[src/rtl/synth_seq_pkg.sv]
package synth_seq_pkg;

  typedef enum logic [2:0] {
    ST_IDLE  = 3'd0,
    ST_WARM  = 3'd1,
    ST_CTCAL = 3'd2,
    ST_KVCAL = 3'd3,
    ST_ACQ   = 3'd4
  } seqState_e;

  // control -> datapath strobes
  typedef struct packed {
    logic      useLive;   // fields track the inputs (idle)
    logic      cntClr;    // restart the stage counter
    seqState_e stage;     // stage whose length is compared
    logic      ctLatch;   // last cycle of the coarse stage
  } seqCtrl_t;

  // datapath -> control status
  typedef struct packed {
    logic stageDone;
    logic warmZero;
    logic ctZero;
    logic kvZero;
  } seqStat_t;

endpackage

[src/rtl/synth_seq_dp.sv]
module synth_seq_dp
  import synth_seq_pkg::*;
#(
  parameter int TVCO_W   = 5,
  parameter int TCT_W    = 5,
  parameter int TKV_W    = 4,
  parameter int AVG_W    = 2,
  parameter int CODE_W   = 7,
  parameter int WARM_SH  = 5,
  parameter int CT_SH    = 5,
  parameter int KV_SH    = 8,
  parameter int AVG_BASE = 4
) (
  input  logic              clk,
  input  logic              rstN,
  input  seqCtrl_t          ctrl,
  output seqStat_t          stat,
  input  logic [TVCO_W-1:0] vcoWarmTime,
  input  logic [TCT_W-1:0]  ctTime,
  input  logic [AVG_W-1:0]  ctAvgSel,
  input  logic [TKV_W-1:0]  kvTime1,
  input  logic [TKV_W-1:0]  kvTime2,
  input  logic [AVG_W-1:0]  kvAvgSel,
  input  logic              ctCalEn,
  input  logic              kvCalEn,
  input  logic              skipAvg,
  input  logic [CODE_W-1:0] ctDefaultCode,
  input  logic [CODE_W-1:0] ctSearchCode,
  output logic [CODE_W-1:0] ctCode,
  output logic [CODE_W-1:0] ctReadback
);

  localparam int AVG_MAX_BITS = AVG_BASE + (1 << AVG_W);
  localparam int WARM_BITS    = TVCO_W + WARM_SH;
  localparam int CT_BITS      = TCT_W + CT_SH + 1;
  localparam int KV_BITS      = TKV_W + KV_SH + 2;
  localparam int M1           = (WARM_BITS > CT_BITS) ? WARM_BITS : CT_BITS;
  localparam int M2           = (M1 > KV_BITS) ? M1 : KV_BITS;
  localparam int CNT_W        = ((M2 > AVG_MAX_BITS) ? M2 : AVG_MAX_BITS) + 1;

  // fields captured at the enable edge
  logic [TVCO_W-1:0] tvcoQ;
  logic [TCT_W-1:0]  tctQ;
  logic [AVG_W-1:0]  ctAvgQ, kvAvgQ;
  logic [TKV_W-1:0]  tkv1Q, tkv2Q;
  logic              ctEnQ, kvEnQ, skipQ;
  logic [CODE_W-1:0] defCodeQ;

  always_ff @(posedge clk or negedge rstN) begin
    if (!rstN) begin
      tvcoQ    <= '0;
      tctQ     <= '0;
      ctAvgQ   <= '0;
      kvAvgQ   <= '0;
      tkv1Q    <= '0;
      tkv2Q    <= '0;
      ctEnQ    <= 1'b0;
      kvEnQ    <= 1'b0;
      skipQ    <= 1'b0;
      defCodeQ <= '0;
    end else if (ctrl.useLive) begin
      tvcoQ    <= vcoWarmTime;
      tctQ     <= ctTime;
      ctAvgQ   <= ctAvgSel;
      kvAvgQ   <= kvAvgSel;
      tkv1Q    <= kvTime1;
      tkv2Q    <= kvTime2;
      ctEnQ    <= ctCalEn;
      kvEnQ    <= kvCalEn;
      skipQ    <= skipAvg;
      defCodeQ <= ctDefaultCode;
    end
  end

  // effective fields: live while idle, frozen once running
  logic [TVCO_W-1:0] effTvco;
  logic [TCT_W-1:0]  effTct;
  logic [AVG_W-1:0]  effCtAvg, effKvAvg;
  logic [TKV_W-1:0]  effTkv1, effTkv2;
  logic              effCtEn, effKvEn, effSkip;
  logic [CODE_W-1:0] effDef;

  assign effTvco  = ctrl.useLive ? vcoWarmTime   : tvcoQ;
  assign effTct   = ctrl.useLive ? ctTime        : tctQ;
  assign effCtAvg = ctrl.useLive ? ctAvgSel      : ctAvgQ;
  assign effKvAvg = ctrl.useLive ? kvAvgSel      : kvAvgQ;
  assign effTkv1  = ctrl.useLive ? kvTime1       : tkv1Q;
  assign effTkv2  = ctrl.useLive ? kvTime2       : tkv2Q;
  assign effCtEn  = ctrl.useLive ? ctCalEn       : ctEnQ;
  assign effKvEn  = ctrl.useLive ? kvCalEn       : kvEnQ;
  assign effSkip  = ctrl.useLive ? skipAvg       : skipQ;
  assign effDef   = ctrl.useLive ? ctDefaultCode : defCodeQ;

  // stage lengths
  logic [CNT_W-1:0] warmLen, ctLen, kvLen, ctAvgLen, kvAvgLen, curLen;

  assign ctAvgLen = (effSkip && !effCtEn) ? '0 : (CNT_W'(1) << (AVG_BASE + int'(effCtAvg)));
  assign kvAvgLen = (effSkip && !effKvEn) ? '0 : (CNT_W'(1) << (AVG_BASE + int'(effKvAvg)));
  assign warmLen  = CNT_W'(effTvco) << WARM_SH;
  assign ctLen    = (CNT_W'(effTct) << CT_SH) + ctAvgLen;
  assign kvLen    = ((CNT_W'(effTkv1) + CNT_W'(effTkv2)) << KV_SH) + kvAvgLen;

  always_comb begin
    case (ctrl.stage)
      ST_WARM:  curLen = warmLen;
      ST_CTCAL: curLen = ctLen;
      ST_KVCAL: curLen = kvLen;
      default:  curLen = '0;
    endcase
  end

  logic [CNT_W-1:0] count;

  always_ff @(posedge clk or negedge rstN) begin
    if (!rstN)            count <= '0;
    else if (ctrl.cntClr) count <= '0;
    else                  count <= count + 1'b1;
  end

  assign stat.stageDone = (curLen != '0) && (count == curLen - 1'b1);
  assign stat.warmZero  = (warmLen == '0);
  assign stat.ctZero    = (ctLen == '0);
  assign stat.kvZero    = (kvLen == '0);

  always_ff @(posedge clk or negedge rstN) begin
    if (!rstN)                         ctReadback <= '0;
    else if (ctrl.ctLatch && effCtEn)  ctReadback <= ctSearchCode;
  end

  assign ctCode = effCtEn ? ctReadback : effDef;

  AST_RB_HOLD: assert property (@(posedge clk) disable iff (!rstN)
    !ctrl.ctLatch |=> $stable(ctReadback));

  AST_CNT_IN_STAGE: assert property (@(posedge clk) disable iff (!rstN)
    (ctrl.stage inside {ST_WARM, ST_CTCAL, ST_KVCAL}) |-> (count < curLen));

endmodule

[src/rtl/synth_seq_ctrl.sv]
module synth_seq_ctrl
  import synth_seq_pkg::*;
(
  input  logic     clk,
  input  logic     rstN,
  input  logic     enable,
  input  seqStat_t stat,
  output seqCtrl_t ctrl,
  output logic     warmActive,
  output logic     ctCalActive,
  output logic     kvCalActive,
  output logic     acquire,
  output logic     acqStart
);

  seqState_e state, nextState;
  logic      enPrev, enRise;

  assign enRise = enable && !enPrev;

  always_comb begin
    nextState = state;
    case (state)
      ST_IDLE:
        if (enRise)
          nextState = !stat.warmZero ? ST_WARM :
                      !stat.ctZero   ? ST_CTCAL :
                      !stat.kvZero   ? ST_KVCAL : ST_ACQ;
      ST_WARM:
        if (stat.stageDone)
          nextState = !stat.ctZero ? ST_CTCAL :
                      !stat.kvZero ? ST_KVCAL : ST_ACQ;
      ST_CTCAL:
        if (stat.stageDone)
          nextState = !stat.kvZero ? ST_KVCAL : ST_ACQ;
      ST_KVCAL:
        if (stat.stageDone) nextState = ST_ACQ;
      default: nextState = state;
    endcase
    if (!enable) nextState = ST_IDLE;
  end

  always_ff @(posedge clk or negedge rstN) begin
    if (!rstN) begin
      state    <= ST_IDLE;
      enPrev   <= 1'b1;
      acqStart <= 1'b0;
    end else begin
      state    <= nextState;
      enPrev   <= enable;
      acqStart <= (nextState == ST_ACQ) && (state != ST_ACQ);
    end
  end

  assign ctrl.useLive = (state == ST_IDLE);
  assign ctrl.cntClr  = (nextState != state) || (state == ST_IDLE) || (state == ST_ACQ);
  assign ctrl.stage   = state;
  assign ctrl.ctLatch = (state == ST_CTCAL) && stat.stageDone && enable;

  assign warmActive  = (state == ST_WARM);
  assign ctCalActive = (state == ST_CTCAL);
  assign kvCalActive = (state == ST_KVCAL);
  assign acquire     = (state == ST_ACQ);

  AST_ONE_STAGE: assert property (@(posedge clk) disable iff (!rstN)
    $onehot0({warmActive, ctCalActive, kvCalActive, acquire}));

  AST_PULSE_ONCE: assert property (@(posedge clk) disable iff (!rstN)
    acqStart |=> !acqStart);

  AST_ACQ_HOLD: assert property (@(posedge clk) disable iff (!rstN)
    (acquire && enable) |=> acquire);

  AST_DROP_IDLE: assert property (@(posedge clk) disable iff (!rstN)
    !enable |=> !(warmActive || ctCalActive || kvCalActive || acquire || acqStart));

  AST_NO_BACKWARD: assert property (@(posedge clk) disable iff (!rstN)
    kvCalActive |=> !(warmActive || ctCalActive));

endmodule

[src/rtl/synth_start_seq.sv]
module synth_start_seq
  import synth_seq_pkg::*;
#(
  parameter int TVCO_W   = 5,
  parameter int TCT_W    = 5,
  parameter int TKV_W    = 4,
  parameter int AVG_W    = 2,
  parameter int CODE_W   = 7,
  parameter int WARM_SH  = 5,
  parameter int CT_SH    = 5,
  parameter int KV_SH    = 8,
  parameter int AVG_BASE = 4
) (
  input  logic              clk,
  input  logic              rstN,
  input  logic              enable,
  input  logic [TVCO_W-1:0] vcoWarmTime,
  input  logic [TCT_W-1:0]  ctTime,
  input  logic [AVG_W-1:0]  ctAvgSel,
  input  logic [TKV_W-1:0]  kvTime1,
  input  logic [TKV_W-1:0]  kvTime2,
  input  logic [AVG_W-1:0]  kvAvgSel,
  input  logic              ctCalEn,
  input  logic              kvCalEn,
  input  logic              skipAvg,
  input  logic [CODE_W-1:0] ctDefaultCode,
  input  logic [CODE_W-1:0] ctSearchCode,
  output logic              warmActive,
  output logic              ctCalActive,
  output logic              kvCalActive,
  output logic              acquire,
  output logic              acqStart,
  output logic [CODE_W-1:0] ctCode,
  output logic [CODE_W-1:0] ctReadback
);

  seqCtrl_t ctrl;
  seqStat_t stat;

  synth_seq_ctrl uCtrl (
    .clk(clk), .rstN(rstN), .enable(enable), .stat(stat), .ctrl(ctrl),
    .warmActive(warmActive), .ctCalActive(ctCalActive), .kvCalActive(kvCalActive),
    .acquire(acquire), .acqStart(acqStart)
  );

  synth_seq_dp #(
    .TVCO_W(TVCO_W), .TCT_W(TCT_W), .TKV_W(TKV_W), .AVG_W(AVG_W), .CODE_W(CODE_W),
    .WARM_SH(WARM_SH), .CT_SH(CT_SH), .KV_SH(KV_SH), .AVG_BASE(AVG_BASE)
  ) uDp (
    .clk(clk), .rstN(rstN), .ctrl(ctrl), .stat(stat),
    .vcoWarmTime(vcoWarmTime), .ctTime(ctTime), .ctAvgSel(ctAvgSel),
    .kvTime1(kvTime1), .kvTime2(kvTime2), .kvAvgSel(kvAvgSel),
    .ctCalEn(ctCalEn), .kvCalEn(kvCalEn), .skipAvg(skipAvg),
    .ctDefaultCode(ctDefaultCode), .ctSearchCode(ctSearchCode),
    .ctCode(ctCode), .ctReadback(ctReadback)
  );

endmodule

[config.mk]
export PLATFORM = sky130hd
export DESIGN_NAME = synth_start_seq
export DESIGN_NICKNAME = d
export VERILOG_FILES = /design/src/rtl/synth_seq_pkg.sv /design/src/rtl/synth_seq_dp.sv /design/src/rtl/synth_seq_ctrl.sv /design/src/rtl/synth_start_seq.sv
export SDC_FILE = /design/constraint.sdc
export NUM_CORES = 1
export LEC_CHECK = 0
export ABC_AREA = 1
export BUFFER_PORTS_ARGS = -buffer_cell sky130_fd_sc_hd__buf_2
export CORE_ASPECT_RATIO = 1.4
export CORE_MARGIN = 2
export CORE_UTILIZATION = 62
export DETAILED_ROUTE_END_ITERATION = 6
export PLACE_DENSITY = 0.86
export SLEW_MARGIN = 20
export SYNTH_ARGS = -nofsm -noshare
export SYNTH_HDL_FRONTEND = slang
export SYNTH_HIERARCHICAL = 1
export SYNTH_SLANG_ARGS = --single-unit
export TNS_END_PERCENT = 1
[constraint.sdc]
create_clock -name clk -period 12.3 [get_ports clk]
set_clock_uncertainty 0.1 [all_clocks]
set_input_delay 1.845 -clock clk [delete_from_list [all_inputs] [get_ports clk]]
set_output_delay 1.845 -clock clk [all_outputs]
set_load 0.02 [all_outputs]
# After elaboration in Yosys (flattened, before gate mapping)
# Index checks and enable logic that the tools add are counted.
[word_totals]
register_bits = 59
latchBits = 0
mem_bits_rw = 0
rom_bits = 0
input_bits = 42
out_inout_bits = 19
n_memories = 0
[op_classes]
addsub = 7
multipliers = 0
div = 0
magnitude_cmp = 0
n_eq_ne = 8
shifts = 2
muxes = 24
n_bitwise = 0
reduce_logical = 18
[ops]
columns = ["operator", "n"]
rows = [
  ["$shl 1x32->15 const A", 2],
  ["$logic_not 15->1", 3],
  ["$mux 15", 3],
  ["$pmux 15 s3", 1],
  ["$mux 3", 8],
  ["$add 10x15->15", 1],
  ["$add 15x1->15 const B", 1],
  ["$add 15x15->15", 1],
  ["$eq 15x15->1", 1],
  ["$reduce_bool 15->1", 1],
  ["$sub 15x1->15 const B", 1],
  ["$mux 7", 2],
  ["$pmux 3 s4", 1],
  ["$mux 5", 2],
  ["$add 3x2->4 const A", 2],
  ["$logic_and 1x1->1", 8],
  ["$mux 4", 2],
  ["$eq 3x2->1 const B", 2],
  ["$eq 3x3->1 const B", 2],
  ["$add 4x4->5", 1],
  ["$mux 2", 2],
  ["$eq 3x1->1 const B", 1],
  ["$logic_not 1->1", 3],
  ["$logic_not 3->1", 1],
  ["4 further kinds", 7],
]

# Longest topological paths before layout
[logic_depth]
word_depth = 17
ltp_mapped = 37
ltp_nobuf = 35

# By module
# Netlist, hierarchy kept.
[by_module_without_submodules]
columns = ["mod", "n_inst", "cells_per_inst", "area_each_um2"]
rows = [
  ["synth_seq_dp", 1, 479, 3400.8],
  ["synth_seq_ctrl", 1, 78, 549.3],
]

# Least setup slack after synthesis
# OpenSTA, ideal clock, no wires.
[synth_timing]
path_kind = "input to register"
startpoint = "input port ctCalEn"
endpoint = "register uDp.count[12]"
arrival_ns = 5.263
required_time_ns = 12.112
setup_slack_ns = 6.848
stages = 28
path_buffers = 1
path_cell_list = "inv_1 nand2_1 nand2_2 nand2_1 inv_1 nor3_1 ha_1 fa_1 xnor2_1 nor2_1 nor2_2 nand2_2 nor2_4 nand2_2 nor2_4 nand2_1 nand2_1 nand3_1 nor3_2 nand3_2 nor2_4 nor2_4 nand3_2 inv_2 a21oi_2 nand4_1 clkbuf_1 nor3b_1"
[synth_lines]
columns = ["item", "line_no", "source"]
rows = [
  ["from (decl)", "synth_start_seq.sv:23", "input logic ctCalEn,"],
  ["to (signal assigned)", "synth_seq_dp.sv:117", "else count <= count + 1'b1;"],
  ["to (decl)", "synth_seq_dp.sv:112", "logic [CNT_W-1:0] count;"],
]

==> impl_metrics.toml <==
[grt]
grt_max_degree = 60
grt_pass1_wl_um = 15500
grt_usage_pct = 27.5
grt-ovfl-total = 0
antenna_found_initial = 0
grt_pass1_vias = 3593

[clock_tree]
clkSinkCount = 59
ctsHtreeMaxLevel = 3
cts_resized = 0
clkLatencyLatePin_ns = 0.35
root_buffer = "clkbuf_8"
cts_tree = "yes"
clock_path_buffers = 2
postCtsHoldBufs = 0
cts_made_buffers = 9
clkTransAtPathRegs_ns = 0.07
post_cts_buffers = 0

[detailed_routing]
wl_per_cell_um = 12.7
ant_nets = 0
via_per_inst = 5.25
drtIter0Drc = 233
vias = 3650
drc = 0
routed_wirelength_um = 8810
first_pass_iters = 4

[placement]
portBuffers = 60
gp_congestion = 0.868
place_hpwl_um = 6600

[logic_synthesis]
yosys.cell_types.count = 40
synth_nets = 611
ys_warn_count = 6
synth_edf_count = 0
netlist_instances = 557
ys_seq_area_share_pct = 37.4
async_flop_share_pct = 100
ys.flop_type = "dfrtp_1"
postSynthAreaPerCell_sq_um = 7.09
syn_area_sq_um = 3950
ys_ff_latch = 59

[min_path]
hp-class = "reg2reg"

[setup_path]
crit_slowest_cell = "dfrtp_1"
crit_path_end_kind = "flop"
worst_setup_path_start_kind = "flop"
slowest_delay_ns = 0.53
cp.arrival_ns = 6.34
critical-path-top-cell-by-count = "nand2_1"
crit_type = "reg2reg"
worstPathRequired_ns = 12.43
critical_path.max_fanout = 43

[timing]
setup_viol = 0
maxSlewViolCount = 0
hold_violations = 0
grt_setup_unrepaired = "false"
tightest_slew_ns = 0.866
layout_min_cycle_time_ns = 6.21
relSlewSlack_pct = 41.8
layout_worst_path_cycle_share_pct = 50.5
timing.fmax_ghz = 0.161
fin_tns_setup_ns = 0

[run]
drv_cap = 0

[die]
num_rows = 34
core-area_sq_um = 6210
die_h_um = 98.4
pin_count = 61
fp.dieW_um = 71.5
die_area_sq_um = 7030
initial_core_util_pct = 63.6

[cells_and_area]
final_util_pct = 72.4
final_net_count = 672
areaGrowthSynthToFinish_pct = 13.9
antenna_cells = 0
layout_common_cells = "nand2_1, inv_1, buf_2"
mostFrequentLayoutCell = "nand2_1"
nFillCells = 502
drive_above_1_share_pct = 21.5

[power_and_ir_drop]
p_per_area_nw_per_um2 = 149
power_leakage_nw = 2.53
ir_drop_uv = 101

[outcome]
status = "finished, final reports clean"
cells by family (layout without fill, tap and decap cells):
| family | after synthesis | in the layout | synth area share (%) |
|---|---|---|---|
| compound gates | 32 | 32 | 4.69 |
| xor+xnor | 6 | 6 | 1.33 |
| fa+ha+maj | 12 | 12 | 4.18 |
| buf+inv | 91 | 157 | 9.57 |
| flops | 59 | 59 | 37.4 |
| mux | 7 | 7 | 2.00 |
| simple gates | 350 | 350 | 40.8 |
power breakdown:
part | switching (mW) | internal, mW | total [mW]
registers | 0.0106 | 0.218 | 0.228
clock network | 0.0837 | 0.116 | 0.199
logic | 0.163 | 0.0805 | 0.243
state kept, by name, indices dropped and copies added (netlist names):
name            count
uCtrl/acqStart      1
uCtrl/enPrev        1
uCtrl/state         3
uDp/count          15
uDp/ctAvgQ          2
uDp/ctEnQ           1
uDp/ctReadback      7
uDp/defCodeQ        7
uDp/kvAvgQ          2
uDp/kvEnQ           1
uDp/skipQ           1
uDp/tctQ            5
uDp/tkv1Q           4
uDp/tkv2Q           4
uDp/tvcoQ           5
metal layers:
layer / vias to the layer above / global-route usage (%) / share of wire, %
met5: - / 0 / 0
met4: 0 / 11.3 / 1.9
met3: 16 / 5.42 / 4.3
met2: 86 / 48.6 / 52
met1: 1679 / 32.1 / 42
li1: 1869 / - / -
cell usage after synthesis, types with 2 or more instances:
cell type	number	area (sq um)
clkbuf_1	3	11.3
nand2_2	12	75.1
nand2_1	185	694
nand3b_1	2	15.0
nand3_1	43	215
fa_1	2	40.0
nor2_4	7	78.8
xnor2_1	3	26.3
nand3_2	7	70.1
inv_2	8	30.0
dfrtp_1	58	1450
o21a_1	2	15.0
nor3_1	14	70.1
buf_4	2	15.0
nor2_1	55	206
nor3b_1	5	37.5
o21ai_0	7	35.0
buf_1	2	7.51
mux2_2	7	78.8
xor2_1	3	26.3
nor2_2	8	50.1
a21oi_1	11	55.1
ha_1	10	125
nand4_1	6	37.5
a31oi_1	8	50.1
buf_6	3	33.8
inv_1	71	267
layout make-up:
| class | instances | area, sq um | share of cell area [%] |
|---|---|---|---|
| repair buffers | 61 | 308 | 6.84 |
| multi-input cells | 407 | 2090 | 46.6 |
| clock inverters | 7 | 100 | 2.22 |
| flip-flops and latches | 59 | 1480 | 32.8 |
| well taps | 72 | 90.1 | 2.00 |
| clock buffers | 9 | 124 | 2.75 |
| inverters | 80 | 305 | 6.79 |
critical path: cells and delay by family, from the launching register on:
family | cells | cell delay, ns
buffers and inverters | 4 | 0.71
and+or+nand+nor | 24 | 4.22
DFF | 1 | 0.53
adders and majority gates | 1 | 0.48
metrics by stage:
step	std cells	cell area [sq um]	setup slack [ns]	power, mW	hold slack, ns
3_5_place_dp	679	4280	5.82	0.472	0.352
5_1_grt	695	4500	5.43	0.720	0.382
4_1_cts	695	4500	6.03	0.675	0.362
3_3_place_gp	679	4280	6.05	0.463	0.348
6_report	695	4500	6.09	0.671	0.358
2_1_floorplan	557	3950	6.85	0.418	0.325
final timing paths:
check / start / to / slack (ns) / cells after the start
max: uCtrl/state[2] / uDp/count[4] / 6.09 / 29
min: uDp/count[0] / uDp/count[0] / 0.36 / 1
max reg2reg: uCtrl/state[2] / uDp/count[4] / 6.09 / 29
min reg2reg: uDp/count[0] / uDp/count[0] / 0.36 / 1
max in group asynchronous: rstN / uDp/tctQ[2] / 10.07 / 2
min in group asynchronous: rstN / uDp/ctReadback[2] / 1.53 / 2
Note: power is estimated with default switching activity, not from simulation.
